**config.mk**
```make
export PLATFORM = sky130hd
export DESIGN_NAME = acc_mr_exec
export DESIGN_NICKNAME = d
export VERILOG_FILES = /design/src/rtl/acc_mr_pkg.sv /design/src/rtl/xu_field_decode.sv /design/src/rtl/xu_alu.sv /design/src/rtl/xu_seq.sv /design/src/rtl/acc_mr_exec.sv
export SDC_FILE = /design/constraint.sdc
export NUM_CORES = 1
export LEC_CHECK = 0
export ABC_AREA = 1
export BUFFER_PORTS_ARGS = -buffer_cell sky130_fd_sc_hd__buf_2
export CORE_ASPECT_RATIO = 1.2
export CORE_MARGIN = 2
export CORE_UTILIZATION = 25
export DETAILED_ROUTE_END_ITERATION = 10
export GPL_ROUTABILITY_DRIVEN = 0
export SLEW_MARGIN = 25
export SYNTH_ARGS = -nofsm -noshare
export SYNTH_HDL_FRONTEND = slang
export SYNTH_HIERARCHICAL = 1
export SYNTH_SLANG_ARGS = --single-unit
```
**constraint.sdc**
```tcl
create_clock -name clk -period 1.9 [get_ports clk]
set_input_delay 0.285 -clock clk [delete_from_list [all_inputs] [get_ports clk]]
set_output_delay 0.285 -clock clk [all_outputs]
set_load 0.02 [all_outputs]
```
**src/rtl/acc_mr_pkg.sv**
```systemverilog
package acc_mr_pkg;

  typedef enum logic [2:0] {
    OP_AND = 3'd0,
    OP_TAD = 3'd1,
    OP_ISZ = 3'd2,
    OP_DCA = 3'd3,
    OP_JMS = 3'd4,
    OP_JMP = 3'd5,
    OP_IOT = 3'd6,
    OP_OPR = 3'd7
  } opcode_e;

  typedef enum logic [2:0] {
    ST_FETCH,
    ST_DECODE,
    ST_IND,
    ST_INDRD,
    ST_EXEC,
    ST_READ,
    ST_WBACK
  } state_e;

  function automatic logic is_memref(opcode_e op);
    return (op != OP_IOT) && (op != OP_OPR);
  endfunction

  function automatic logic needs_read(opcode_e op);
    return (op == OP_AND) || (op == OP_TAD) || (op == OP_ISZ);
  endfunction

endpackage

```
**src/rtl/xu_field_decode.sv**
```systemverilog
module xu_field_decode
  import acc_mr_pkg::*;
#(
  parameter int DW   = 12,
  parameter int OFFW = 7
) (
  input  logic [DW-1:0] word,
  input  logic [DW-1:0] pc,
  output opcode_e       op,
  output logic          ind,
  output logic [DW-1:0] ea
);
  localparam int PAGEW = DW - OFFW;

  logic page;

  // opcode in the top three bits, then the indirect flag, then the page flag
  assign op   = opcode_e'(word[DW-1 -: 3]);
  assign ind  = word[DW-4];
  assign page = word[DW-5];

  // the page flag picks the current page or page zero
  assign ea = page ? {pc[DW-1 -: PAGEW], word[OFFW-1:0]}
                   : {{PAGEW{1'b0}}, word[OFFW-1:0]};
endmodule

```
**src/rtl/xu_alu.sv**
```systemverilog
module xu_alu
  import acc_mr_pkg::*;
#(
  parameter int DW = 12
) (
  input  opcode_e       op,
  input  logic [DW-1:0] acc,
  input  logic          link,
  input  logic [DW-1:0] mdata,
  output logic [DW-1:0] acc_n,
  output logic          link_n,
  output logic [DW-1:0] inc
);
  logic [DW:0] sum;

  assign sum = {1'b0, acc} + {1'b0, mdata};
  assign inc = mdata + 1'b1;

  always_comb begin
    acc_n  = acc;
    link_n = link;
    unique case (op)
      OP_AND: acc_n = acc & mdata;
      OP_TAD: begin
        acc_n  = sum[DW-1:0];
        link_n = link ^ sum[DW];
      end
      default: ;
    endcase
  end
endmodule

```
**src/rtl/xu_seq.sv**
```systemverilog
module xu_seq
  import acc_mr_pkg::*;
(
  input  logic    clk,
  input  logic    rst,
  input  opcode_e op_dec,
  input  logic    ind_dec,
  input  opcode_e op_ir,
  output state_e  state
);
  state_e nxt;

  always_comb begin
    nxt = ST_FETCH;
    unique case (state)
      ST_FETCH:  nxt = ST_DECODE;
      ST_DECODE: begin
        if (!is_memref(op_dec))      nxt = ST_FETCH;
        else if (ind_dec)            nxt = ST_IND;
        else if (op_dec == OP_JMP)   nxt = ST_FETCH;
        else                         nxt = ST_EXEC;
      end
      ST_IND:    nxt = ST_INDRD;
      ST_INDRD:  nxt = (op_ir == OP_JMP) ? ST_FETCH : ST_EXEC;
      ST_EXEC:   nxt = needs_read(op_ir) ? ST_READ : ST_FETCH;
      ST_READ:   nxt = (op_ir == OP_ISZ) ? ST_WBACK : ST_FETCH;
      ST_WBACK:  nxt = ST_FETCH;
      default:   nxt = ST_FETCH;
    endcase
  end

  always_ff @(posedge clk) begin
    if (rst) state <= ST_FETCH;
    else     state <= nxt;
  end

  // a fetch is always followed by its decode cycle
  a_r13_fetch_to_decode: assert property (@(posedge clk) disable iff (rst)
    state == ST_FETCH |=> state == ST_DECODE);

  // the write-back step occurs only after an increment read
  a_r13_wback_after_read: assert property (@(posedge clk) disable iff (rst)
    state == ST_WBACK |-> $past(state) == ST_READ);
endmodule

```
**src/rtl/acc_mr_exec.sv**
```systemverilog
module acc_mr_exec
  import acc_mr_pkg::*;
#(
  parameter int          DW       = 12,
  parameter int          OFFW     = 7,
  parameter logic [11:0] RESET_PC = 12'o0200
) (
  input  logic          clk,
  input  logic          rst,
  input  logic [DW-1:0] mem_rdata,
  output logic [DW-1:0] mem_addr,
  output logic [DW-1:0] mem_wdata,
  output logic          mem_we,
  output logic [DW-1:0] pc_o,
  output logic [DW-1:0] acc_o,
  output logic          link_o
);
  localparam int CLRBIT = DW - 5;

  state_e        state;
  opcode_e       op_dec, op_ir;
  logic          ind_dec;
  logic [DW-1:0] ea_dec, ea, mdr;
  logic [DW-1:0] pc, acc;
  logic          link;
  logic [DW-1:0] alu_acc, alu_inc;
  logic          alu_link;

  xu_field_decode #(.DW(DW), .OFFW(OFFW)) u_dec (
    .word (mem_rdata),
    .pc   (pc),
    .op   (op_dec),
    .ind  (ind_dec),
    .ea   (ea_dec)
  );

  xu_alu #(.DW(DW)) u_alu (
    .op     (op_ir),
    .acc    (acc),
    .link   (link),
    .mdata  (mem_rdata),
    .acc_n  (alu_acc),
    .link_n (alu_link),
    .inc    (alu_inc)
  );

  xu_seq u_seq (
    .clk     (clk),
    .rst     (rst),
    .op_dec  (op_dec),
    .ind_dec (ind_dec),
    .op_ir   (op_ir),
    .state   (state)
  );

  always_ff @(posedge clk) begin
    if (rst) begin
      pc    <= DW'(RESET_PC);
      acc   <= '0;
      link  <= 1'b0;
      ea    <= '0;
      mdr   <= '0;
      op_ir <= OP_AND;
    end else begin
      unique case (state)
        ST_DECODE: begin
          op_ir <= op_dec;
          ea    <= ea_dec;
          if (op_dec == OP_JMP && !ind_dec) pc <= ea_dec;
          else                              pc <= pc + 1'b1;
          if (op_dec == OP_OPR && mem_rdata[CLRBIT]) acc <= '0;
        end
        ST_INDRD: begin
          ea <= mem_rdata;
          if (op_ir == OP_JMP) pc <= mem_rdata;
        end
        ST_EXEC: begin
          if (op_ir == OP_DCA) acc <= '0;
          if (op_ir == OP_JMS) pc  <= ea + 1'b1;
        end
        ST_READ: begin
          if (op_ir == OP_ISZ) mdr <= alu_inc;
          else begin
            acc  <= alu_acc;
            link <= alu_link;
          end
        end
        ST_WBACK: begin
          if (mdr == '0) pc <= pc + 1'b1;  // skip
        end
        default: ;
      endcase
    end
  end

  assign mem_addr  = (state == ST_FETCH) ? pc : ea;
  assign mem_we    = (state == ST_WBACK) ||
                     (state == ST_EXEC && (op_ir == OP_DCA || op_ir == OP_JMS));
  assign mem_wdata = (state == ST_WBACK) ? mdr : ((op_ir == OP_JMS) ? pc : acc);

  assign pc_o   = pc;
  assign acc_o  = acc;
  assign link_o = link;

  // reset values
  a_r1_reset_values: assert property (@(posedge clk)
    rst |=> (pc_o == DW'(RESET_PC) && acc_o == '0 && !link_o));

  // deposit writes the accumulator, then clears it, link untouched
  a_r7_dca_clears: assert property (@(posedge clk) disable iff (rst)
    (state == ST_EXEC && op_ir == OP_DCA) |=> (acc_o == '0 && $stable(link_o)));

  // increment-and-skip leaves accumulator and link alone
  a_r8_isz_keeps_acc: assert property (@(posedge clk) disable iff (rst)
    ((state == ST_READ || state == ST_WBACK) && op_ir == OP_ISZ)
      |=> ($stable(acc_o) && $stable(link_o)));

  // subroutine jump resumes one past the written address
  a_r10_jms_target: assert property (@(posedge clk) disable iff (rst)
    (state == ST_EXEC && op_ir == OP_JMS) |=> pc_o == $past(mem_addr) + 1'b1);

  // a non-jump decode steps the PC by one, wrapping
  a_r12_pc_step: assert property (@(posedge clk) disable iff (rst)
    (state == ST_DECODE && !(op_dec == OP_JMP && !ind_dec))
      |=> pc_o == $past(pc_o) + 1'b1);

  // no memory write outside the two write steps
  a_r13_write_states: assert property (@(posedge clk) disable iff (rst)
    mem_we |-> (state == ST_EXEC || state == ST_WBACK));
endmodule

```
==> flow_summary.toml <==
[global_routing]
track_usage = 0.176
grt_pass1_vias = 5520
grt_max_degree = 40
antenna_found_initial = 0
grt.overflow.total = 0
grt_pass1_wl_microns = 29200

[clocking]
cts_sinks = 55
cts_tree = "done"
clkTransAtPathRegs_ns = 0.08
h-tree-depth = 2
clk_path_buf_depth = 2
numCtsBuffers = 5
clkLatencyLatePin_ns = 0.32
cts_root_buffer = "clkbuf_16"

[detailed_routing]
drtIter0Drc = 452
drtAntennaViolNets = 0
dr.pass1.iters = 5
wl_microns = 19300
drc = 0
vias = 5929
routedWlPerCell_microns = 15.5
viasPerCell = 4.77

[sta]
fmax_mhz = 524
rsz0062_at_grt = "yes"
setup_viol = 3
fin_skew_ns = 0.0164
slew_violations = 0
fin_crit_sh = 1.00
slew-limit-headroom = 0.659
worst-slew-pin-transition_ns = 0.511
setup_ws_ns = -0.00815
holdWs_ns = 0.379
hold_viol = 0
min_period_ns = 1.91

[worst_hold_path]
hold_class = "in -> reg"

[finish]
area_growth_syn_to_layout_pct = 32.0
fin_cells = 1244
nets = 1012
nFillCells = 2181
diodes = 0
layout-drive-gt1-share = 0.240
utilization = 0.337
finalInstanceArea_sq_um = 6600

[floorplan]
io_pins = 64
rows = 56
die_w_microns = 133
die-height_microns = 159
core_area_sq_um = 19500
design.die.area_sq_um = 21100
start_util = 0.256

[logic_synthesis]
ys_ff_latch = 55
yosysTopAreaCell = "dfxtp_1"
netlist_instances = 881
syn_nets = 911
synth-edff-count = 0
synth_top_area_frac = 0.220
async_reset_ff_frac = 0
ys_types = 41
synth-seq-area-share = 0.220
avgSynthCellArea_sq_um = 5.67
synthTopCellsByArea = "dfxtp_1 (22%), nand2_1 (17%), inv_1 (9.4%)"
ys_warn_count = 6
ys.flop_type = "dfxtp_1"
syn-cell-area_sq_um = 5000

[placement]
hpwl_microns = 14000
port_buffers = 63
dp.cells = 1226
placed_area_sq_um = 5910

[setup_path]
crit_family = "buffers and inverters"
worstPathRequired_ns = 1.62
worstPathArrival_ns = 1.62
crit_type = "reg -> out"
crit_chain = "inv_2 > nand3_4 > buf_12 > clkinvlp_4 > o21ai_4 > o22ai_4 > buf_6"
crit_path_end_kind = "output pin"
crit_path_start_kind = "flop"
critPathMaxStageDelay_ns = 0.33
path_buf_inv = 4
crit_slowest_cell = "dfxtp_2"
r2r_slack_ns = 0.02
worst-path-max-fanout = 7

[pwr]
pwr_density_cell_nw_per_um2 = 748
p_leak_nw = 3.17
power.total_mw = 4.93
ir_worst_vdd_v = 0.000380

[outcome]
violations = "setup timing"
status = "finished, violations left"

[run]
cap_viol_max_count = 0
## repair_timing
item	4_1_cts	5_1_grt
setup endpoints to repair	19	28
setup buffers	0	5
hold buffers	0	0
pin swaps	2	10
gates resized for setup	32	89
hold endpoints to repair	0	0
gates cloned	1	4
## worst min-delay path: stages
cell	delay [ns]
buf_2	0.09
buf_4	0.22
nor2_1	0.07
## area by class of cell
type	count	area (sq um)	area share
Clock buffer	5	125	0.0190
Clock inverter	3	45.0	0.00683
Inverter	134	519	0.0787
Multi-Input combinational cell	655	3470	0.526
Sequential cell	55	1120	0.169
Tap cell	261	327	0.0495
Timing Repair Buffer	129	982	0.149
Timing Repair inverter	2	12.5	0.00190
## kinds of logic after synthesis
kind of cell             share of synthesized area
AND/OR/NAND/NOR                              0.392
XOR/XNOR                                    0.0228
buffers and inverters                        0.145
adder cells (fa/ha/maj)                     0.0416
flip-flops                                   0.220
AO/OA/AOI/OAI                                0.179
## final timing paths
path | from | endpoint | depth (start not counted)
max | op_ir[1] | mem_wdata[3] | 7
min | rst | u_seq/state[2] | 3
max reg2reg | acc_o[0] | acc_o[4] | 13
min reg2reg | link_o | link_o | 2
## where the power goes
| part | switching (mW) | internal (mW) | total, mW |
|---|---|---|---|
| clock | 0.519 | 0.631 | 1.15 |
| combinational | 1.46 | 0.898 | 2.36 |
| sequential | 0.143 | 1.28 | 1.42 |
| total | 2.12 | 2.81 | 4.93 |
## synthesized netlist by cell type (all sizes together) (2+ instances only)
master,count
a21oi,59
a31oi,7
buf,23
clkbuf,14
dfxtp,55
ha,15
inv,134
nand2,233
nand3,69
nand3b,5
nand4,10
nor2,131
nor3,7
o211ai,5
o21ai,91
or2,3
xnor2,2
xor2,11
## metal layers
metal,vias to the layer above,share of wire,GRT usage
met2,204,0.49,0.303
li1,2997,-,-
met4,0,0.024,0.0645
met3,32,0.066,0.0259
met1,2696,0.42,0.220
met5,-,0,0
## placed cells by master, fill, tap and decap left out, types with 10 or more instances in the layout
cell / instances
nor2_2: 14
inv_2: 10
nand4_1: 10
o21ai_0: 68
xor2_1: 11
buf_4: 66
o21ai_1: 15
nand2_1: 219
inv_1: 119
a21oi_1: 45
nor2_1: 114
a21oi_2: 13
dfxtp_1: 48
nand2_2: 11
nand3_1: 61
buf_2: 49
## through the flow
stage	TNS [ns]	setup WS, ns
final	-0.0175	-0.00815
after global routing	-0.762	-0.148
after CTS	0	0.00226
after detailed placement	-0.214	-0.101
after global placement	-0.154	-0.0864
after floorplan	0	0.0155
## sequential cells by signal, summed over array words and instances, names as in the netlist
register	count
mdr	12
op_ir	3
acc_o	12
pc_o	12
ea	12
link_o	1
u_seq/state	3
Note: power is estimated with default switching activity, not from simulation.
